===== config.mk =====
export PLATFORM = sky130hd
export DESIGN_NAME = wcg_guard
export DESIGN_NICKNAME = d
export VERILOG_FILES = /design/src/rtl/guard_pkg.sv /design/src/rtl/guard_edge_cnt.sv /design/src/rtl/guard_req_len.sv /design/src/rtl/guard_verdict.sv /design/src/rtl/wcg_guard.sv
export SDC_FILE = /design/constraint.sdc
export NUM_CORES = 1
export LEC_CHECK = 0
export ABC_AREA = 1
export BUFFER_PORTS_ARGS = -buffer_cell sky130_fd_sc_hd__buf_2
export CAP_MARGIN = 0
export CORE_MARGIN = 2
export CORE_UTILIZATION = 45
export CTS_BUF_LIST = sky130_fd_sc_hd__clkbuf_4 sky130_fd_sc_hd__clkbuf_8 sky130_fd_sc_hd__clkbuf_16
export CTS_CLUSTER_SIZE = 30
export DETAILED_ROUTE_END_ITERATION = 10
export PLACE_DENSITY = 0.65
export SLEW_MARGIN = 15
export SYNTH_ARGS = -nofsm -noshare
export SYNTH_HDL_FRONTEND = slang
export SYNTH_HIERARCHICAL = 1
export SYNTH_SLANG_ARGS = --single-unit

===== constraint.sdc =====
create_clock -name clk_i -period 1.6 [get_ports clk_i]
set_input_delay 0 -clock clk_i [delete_from_list [all_inputs] [get_ports clk_i]]
set_output_delay 0 -clock clk_i [all_outputs]
set_load 0.01 [all_outputs]

===== src/rtl/guard_pkg.sv =====
package guard_pkg;

  typedef enum logic [2:0] {
    CLS_NONE  = 3'd0,
    CLS_READ  = 3'd1,
    CLS_WEN   = 3'd2,
    CLS_WDIS  = 3'd3,
    CLS_WORD  = 3'd4,
    CLS_ERASE = 3'd5,
    CLS_WALL  = 3'd6,
    CLS_EALL  = 3'd7
  } cls_e;

  function automatic logic cls_guarded(input cls_e c);
    return (c == CLS_WORD) || (c == CLS_ERASE) || (c == CLS_WALL) || (c == CLS_EALL);
  endfunction

  function automatic logic cls_has_data(input cls_e c);
    return (c == CLS_WORD) || (c == CLS_WALL);
  endfunction

endpackage


===== src/rtl/guard_edge_cnt.sv =====
module guard_edge_cnt #(
  parameter int unsigned CNT_W = 6
) (
  input  logic             clk_i,
  input  logic             rst_ni,
  input  logic             cs_i,
  input  logic             sk_rise_i,
  input  logic             start_i,
  output logic [CNT_W-1:0] cnt_o,
  output logic             armed_o
);

  localparam logic [CNT_W-1:0] CntMax = '1;

  logic [CNT_W-1:0] cnt_q;
  logic             armed_q;

  always_ff @(posedge clk_i or negedge rst_ni) begin
    if (!rst_ni) begin
      cnt_q   <= '0;
      armed_q <= 1'b0;
    end else if (!cs_i) begin
      cnt_q   <= '0;
      armed_q <= 1'b0;
    end else if (sk_rise_i) begin
      if (!armed_q) begin
        // dummy edges before the start bit leave the counter idle
        if (start_i) begin
          cnt_q   <= CNT_W'(1);
          armed_q <= 1'b1;
        end
      end else if (cnt_q != CntMax) begin
        cnt_q <= cnt_q + CNT_W'(1);
      end
    end
  end

  assign cnt_o   = cnt_q;
  assign armed_o = armed_q;

endmodule


===== src/rtl/guard_req_len.sv =====
module guard_req_len
  import guard_pkg::*;
#(
  parameter int unsigned ADDR_W = 8,
  parameter int unsigned DATA_W = 16,
  parameter int unsigned CNT_W  = 6
) (
  input  cls_e             cls_i,
  output logic [CNT_W-1:0] req_o,
  output logic             guarded_o
);

  localparam int unsigned LenShort = 3 + ADDR_W;
  localparam int unsigned LenLong  = LenShort + DATA_W;

  always_comb begin
    guarded_o = cls_guarded(cls_i);
    if (cls_has_data(cls_i)) req_o = CNT_W'(LenLong);
    else                     req_o = CNT_W'(LenShort);
  end

endmodule


===== src/rtl/guard_verdict.sv =====
module guard_verdict #(
  parameter int unsigned CNT_W = 6
) (
  input  logic             clk_i,
  input  logic             rst_ni,
  input  logic             cs_i,
  input  logic             armed_i,
  input  logic             guarded_i,
  input  logic [CNT_W-1:0] cnt_i,
  input  logic [CNT_W-1:0] req_i,
  output logic             permit_o,
  output logic             cancel_o
);

  logic cs_q;
  logic cs_fall;
  logic judge;
  logic match;

  assign cs_fall = cs_q & ~cs_i;
  assign judge   = cs_fall & armed_i & guarded_i;
  assign match   = (cnt_i == req_i);

  always_ff @(posedge clk_i or negedge rst_ni) begin
    if (!rst_ni) begin
      cs_q     <= 1'b0;
      permit_o <= 1'b0;
      cancel_o <= 1'b0;
    end else begin
      cs_q     <= cs_i;
      permit_o <= judge & match;
      cancel_o <= judge & ~match;
    end
  end

endmodule


===== src/rtl/wcg_guard.sv =====
module wcg_guard
  import guard_pkg::*;
#(
  parameter int unsigned ADDR_W = 8,
  parameter int unsigned DATA_W = 16
) (
  input  logic       clk_i,
  input  logic       rst_ni,
  input  logic       cs_i,
  input  logic       sk_rise_i,
  input  logic       start_i,
  input  logic [2:0] cls_i,
  output logic       permit_o,
  output logic       cancel_o
);

  localparam int unsigned LenLong = 3 + ADDR_W + DATA_W;
  // one spare bit so saturation sits well above any valid length
  localparam int unsigned CNT_W   = $clog2(LenLong + 1) + 1;

  logic [CNT_W-1:0] cnt;
  logic [CNT_W-1:0] req;
  logic             armed;
  logic             guarded;

  guard_edge_cnt #(.CNT_W(CNT_W)) u_cnt (
    .clk_i    (clk_i),
    .rst_ni   (rst_ni),
    .cs_i     (cs_i),
    .sk_rise_i(sk_rise_i),
    .start_i  (start_i),
    .cnt_o    (cnt),
    .armed_o  (armed)
  );

  guard_req_len #(.ADDR_W(ADDR_W), .DATA_W(DATA_W), .CNT_W(CNT_W)) u_len (
    .cls_i    (cls_e'(cls_i)),
    .req_o    (req),
    .guarded_o(guarded)
  );

  guard_verdict #(.CNT_W(CNT_W)) u_vrd (
    .clk_i    (clk_i),
    .rst_ni   (rst_ni),
    .cs_i     (cs_i),
    .armed_i  (armed),
    .guarded_i(guarded),
    .cnt_i    (cnt),
    .req_i    (req),
    .permit_o (permit_o),
    .cancel_o (cancel_o)
  );

endmodule


After elaboration in Yosys (flattened, before gate mapping) --
Cells that the tools add are included.
Word-level totals: register bits 10, output and inout bits 2, bits of input ports 8
Operators by class: equal/unequal tests 9, bitwise gates (word level) 7, mux-type cells 10, reductions and logical operators 5, $add $sub $neg 1
Operator list (number):
- 6-bit 2-to-1 mux | 5
- 3-bit equality test, second input constant | 4
- 6-bit by 1-bit adder with 6-bit output, second input constant | 1
- 6-bit by 5-bit equality test with 1-bit output | 1
- 6-bit inequality test, second input constant | 1
- 1-bit AND | 5
- 5-bit 2-to-1 mux | 1
- 1-bit logical OR | 4
- 1-bit 2-to-1 mux | 4
- 3-bit by 1-bit inequality test with 1-bit output, second input constant | 1
- 3-bit inequality test, second input constant | 1
- 3-bit AND reduction | 1
- 2-bit by 1-bit inequality test with 1-bit output, second input constant | 1
- 1-bit inverter | 2

Logic depth before layout (Yosys ltp) --
depth after elaboration 6, gate-level depth with buffers 9, gate-level depth less buffers 9

Modules after synthesis --
The synthesis kept the hierarchy.
By module, submodules not included:
- guard_edge_cnt | seq. area each 175.2 um2, times used 1, cells an instance 58, area an instance 412.9 um2
- guard_verdict | seq. area each 75.1 um2, times used 1, cells an instance 42, area an instance 224.0 um2
- guard_req_len | seq. area each 0.0 um2, times used 1, cells an instance 10, area an instance 58.8 um2

Worst setup path before layout --
No wires, ideal clock.
kind reg-to-reg, start register u_cnt.cnt_q[0] (netlist: u_cnt/cnt_o[0]), end register u_cnt.cnt_q[3] (netlist: u_cnt/cnt_o[3]), buffers on the path 0, arrival time 1156 ps, slack 327 ps, cell stages (with the launch flop) 9, cell sequence dfrtp_1 > ha_1 > nand2_1 > nor2_1 > nand2_2 > nand2_4 > inv_2 > nand3_1 > nand2_1
On the way: word-level cells in the longest chain between the ends 5
Ends and longest elaborated chain:
- from (decl) | RTL line guard_edge_cnt.sv:15 | logic [CNT_W-1:0] cnt_q;
- from (signal assigned) | RTL line guard_edge_cnt.sv:33 | cnt_q <= cnt_q + CNT_W'(1);
- 6-bit by 1-bit adder with 6-bit output | RTL line guard_edge_cnt.sv:33
- 6-bit 2-to-1 mux | RTL line guard_edge_cnt.sv:32 | end else if (cnt_q != CntMax) begin
- 6-bit 2-to-1 mux | RTL line guard_edge_cnt.sv:26 | if (!armed_q) begin
- 6-bit 2-to-1 mux | RTL line guard_edge_cnt.sv:25 | end else if (sk_rise_i) begin
- 6-bit 2-to-1 mux | RTL line guard_edge_cnt.sv:22 | end else if (!cs_i) begin
Parallel ways exist; a longest one is shown, timed or not. The select of a mux whose other input is x is not followed. A chain may end at the register's enable or synchronous reset.

Final worst setup path --
start register u_cnt.cnt_q[1] (netlist: u_cnt/cnt_o[1]), end register u_cnt.cnt_q[4] (netlist: u_cnt/cnt_o[4])
The elaborated chain is that of the path after synthesis.

==> impl_results.md <==
* Run status: finished clean
* Library cells used by synthesis at 17
* Count of final hold-check violations at 0
* CP peak stage delay at 0.42 ns
* Minimum clock period at 1.43 ns
* Post-Syn Area per Cell at 6.32 µm²
* Period Utilization, post-route at 0.892
* Synthesis warning total at 6
* Hold Path Origin: start_i
* Max clock buf depth at 2
* Clock transition at the registers of the reported paths at 0.07 ns
* Starting Density at 0.473
* Post-synth EDFFs at 0
* Crit path capture type: flip-flop
* Die ar. at 1880 µm²
* Detailed Route Iter0 Violations at 34
* WP data required at 1.81 ns
* Largest fanout on the critical path at 8
* Fin Clk Skew at 0.00243 ns
* RSZ-0062 raised after global routing: false
* Peak supply drop at 0.441 mV
* Number of synthesized register bits at 10
* Vias in the first global route at 562
* Crit path max-delay cell type: dfrtp_2
* Multiplexer share of the synthesized area at 0
* Comb pwr share at 0.127
* Slew Limit Fails at 0
* LEAKAGE at 0.450 nW
* Setup TNS at 0 ns
* Largest net degree at the start of global routing at 11
* RD Place Congestion at 0.836
* GR Util All Layers at 0.165
* Most used DFF post-synth: dfrtp_1
* Die Wd at 43.3 µm
* Area leader, netlist: dfrtp_1
* Post-synth top area share at 0.360
* Final setup fails at 0
* H-Tree Depth at 1
* Crit path cell chain: ha_1 > nand2_1 > nor2_2 > nand2_2 > nand2_4 > inv_2 > o21ai_1 > nand2_1 > inv_1
* Clk_lat worst skew at 0.27 ns
* Vias per cell at 4.66
* Sw Share at 0.258
* Synth Area in XOR/XNOR at 0
* Critical path's top delay family: simple AND/OR/NAND/NOR gates
* Remaining DRCs at 0
* Core area at 1470 µm²
* Hold WC Path Type: input pin to flip-flop
* Synthesis-to-finish area growth at 13.1%
* Top cells by area, synth: dfrtp_1 36%, nand2_1 17%, inv_1 11%, nor2_1 8.1%, nand3_1 6.5%
* Top-count cell post-synth: nand2_1
* Maxcap violations at 0
* CP dominant cell by count: nand2_1
* Compound-gate portion of the synthesized area at 0.0360
* Clock share of power at 0.400
* Core Rows at 14
* Sequential-to-total area share from yosys stat at 0.360
* Fill cells at 143
* CTS tree: built
* Routed Antenna Nets at 0
* Routed WL at 1300 µm
* Total power at 0.000578 W
* # IOs at 10
* WS Path Type: flip-flop to flip-flop
* Critical path origin: u_cnt/cnt_o[1]$_DFFE_PN0P_
* NetSw at 0.000149 W
* Post-synthesis simple-gate area fraction at 0.397
* Share of power burned in registers at 0.473
* Synth top cells by count: 32 x nand2_1, 21 x inv_1, 15 x nor2_1
* Post-Synthesis Cells at 110
* Total CTS buffers at 3
* DPL Wire Length at 909 µm
* Pre-Repair DR Iteration Count at 4
* CP bufs+invs at 2
* Crit start category: flip-flop
* Data arrival, critical path at 1.64 ns
* WL per Instance at 9.52 µm
* Root buf cell: clkbuf_4
* Vias at 638
* R2r setup slk at 0.17 ns
* Max Fclk at 700 MHz
* PortBufs at 8
* Final nets at 131
* Ant diodes at 0
* RR Startpoint: u_cnt/cnt_o[1]$_DFFE_PN0P_
* Initial antenna violation count at 0
* Share of layout cells above drive strength 1 at 0.174
* CTS Sinks at 10
* Post-Syn Area at 696 µm²
* P_int at 0.000429 W
* Synth async-reset ratio at 1.00
* Total grt overflow at 0
* First-pass GRT wire length at 2290 µm
* Post-synthesis adder-cell area fraction at 0.0180
* Die height at 43.3 µm
* Pwr dens at 734 nW/µm²
* Largest family of logic cells by synthesized area: simple AND/OR/NAND/NOR gates
## power groups by stage
| stage | combinational [W] | clock (W) | sequential [W] |
|---|---|---|---|
| 6_report | 0.0000734 | 0.000231 | 0.000273 |
| 5_1_grt | 0.0000867 | 0.000241 | 0.000275 |
| 4_1_cts | 0.0000729 | 0.000234 | 0.000273 |
| 2_1_floorplan | 0.0000555 | 0 | 0.000275 |
| 3_5_place_dp | 0.0000684 | 0 | 0.000278 |
| 3_3_place_gp | 0.0000672 | 0 | 0.000277 |
## tightest hold or removal path: stages
cell and delay (ns):
buf_2 0.09, nand2_1 0.07, o21ai_0 0.07
## metrics by stage
step | hold WS, ns | instance area, µm² | util | setup slack [ns] | instances
3_5_place_dp | -0.122 | 726 | 0.493 | 0.150 | 131
6_report | 0.00357 | 787 | 0.535 | 0.172 | 137
3_3_place_gp | -0.127 | 726 | 0.493 | 0.191 | 131
5_1_grt | 0.0344 | 787 | 0.535 | 0.0341 | 137
2_1_floorplan | -0.296 | 707 | - | 0.327 | 113
4_1_cts | 0.00101 | 782 | 0.531 | 0.0946 | 137
## metal layers
layer,part of all wire,track usage,up-vias,wire length [µm]
met5,0,0,-,0
met4,0.022,0.109,0,29
met3,0.041,0.0255,4,54
met2,0.46,0.248,16,600
met1,0.48,0.219,276,620
li1,-,-,342,-
## registers in the layout, indices dropped and copies added (netlist names)
register and count:
u_cnt/armed_o 1, u_cnt/cnt_o 6, u_vrd/cancel_o 1, u_vrd/cs_q 1, u_vrd/permit_o 1
## cells in the final DEF (no fill, tap or decap), types with 3 or more instances in the layout
| cell | n |
|---|---|
| buf_2 | 8 |
| clkbuf_4 | 3 |
| conb_1 | 5 |
| dfrtp_1 | 8 |
| inv_1 | 21 |
| nand2_1 | 32 |
| nand3_1 | 9 |
| nand4_1 | 3 |
| nor2_1 | 14 |
| o21ai_1 | 3 |
## worst paths after layout
check / endpoint / depth (start not counted)
max in group asynchronous: u_cnt/cnt_o[0]$_DFFE_PN0P_ / 2
min in group asynchronous: u_vrd/cancel_o$_DFF_PN0_ / 2
max: u_cnt/cnt_o[4]$_DFFE_PN0P_ / 9
max reg2reg: u_cnt/cnt_o[4]$_DFFE_PN0P_ / 9
min reg2reg: u_vrd/permit_o$_DFF_PN0_ / 2
min: u_cnt/armed_o$_DFFE_PN0P_ / 3
## kinds of logic after synthesis
group | Yosys count
AOI/OAI and AO/OA | 5
adders and majority gates | 1
buffers and inverters | 28
DFF | 10
other | 2
and+or+nand+nor | 64
## cell type report
| cell class | instances | area, µm² | area share |
|---|---|---|---|
| multi-input combinational | 75 | 335 | 0.426 |
| sequential | 10 | 253 | 0.321 |
| inverter | 22 | 82.6 | 0.105 |
| timing repair buffer | 10 | 60.1 | 0.0763 |
| clock buffer | 4 | 36.3 | 0.0461 |
| tap | 16 | 20.0 | 0.0254 |
## timing repair
item	CTS	global route
resized for setup	0	3
endpoints found under the setup margin	0	2
hold buffers	2	0
hold endpoints to repair	11	0
buffers inserted	0	0
(Power assumes the default switching activity.)
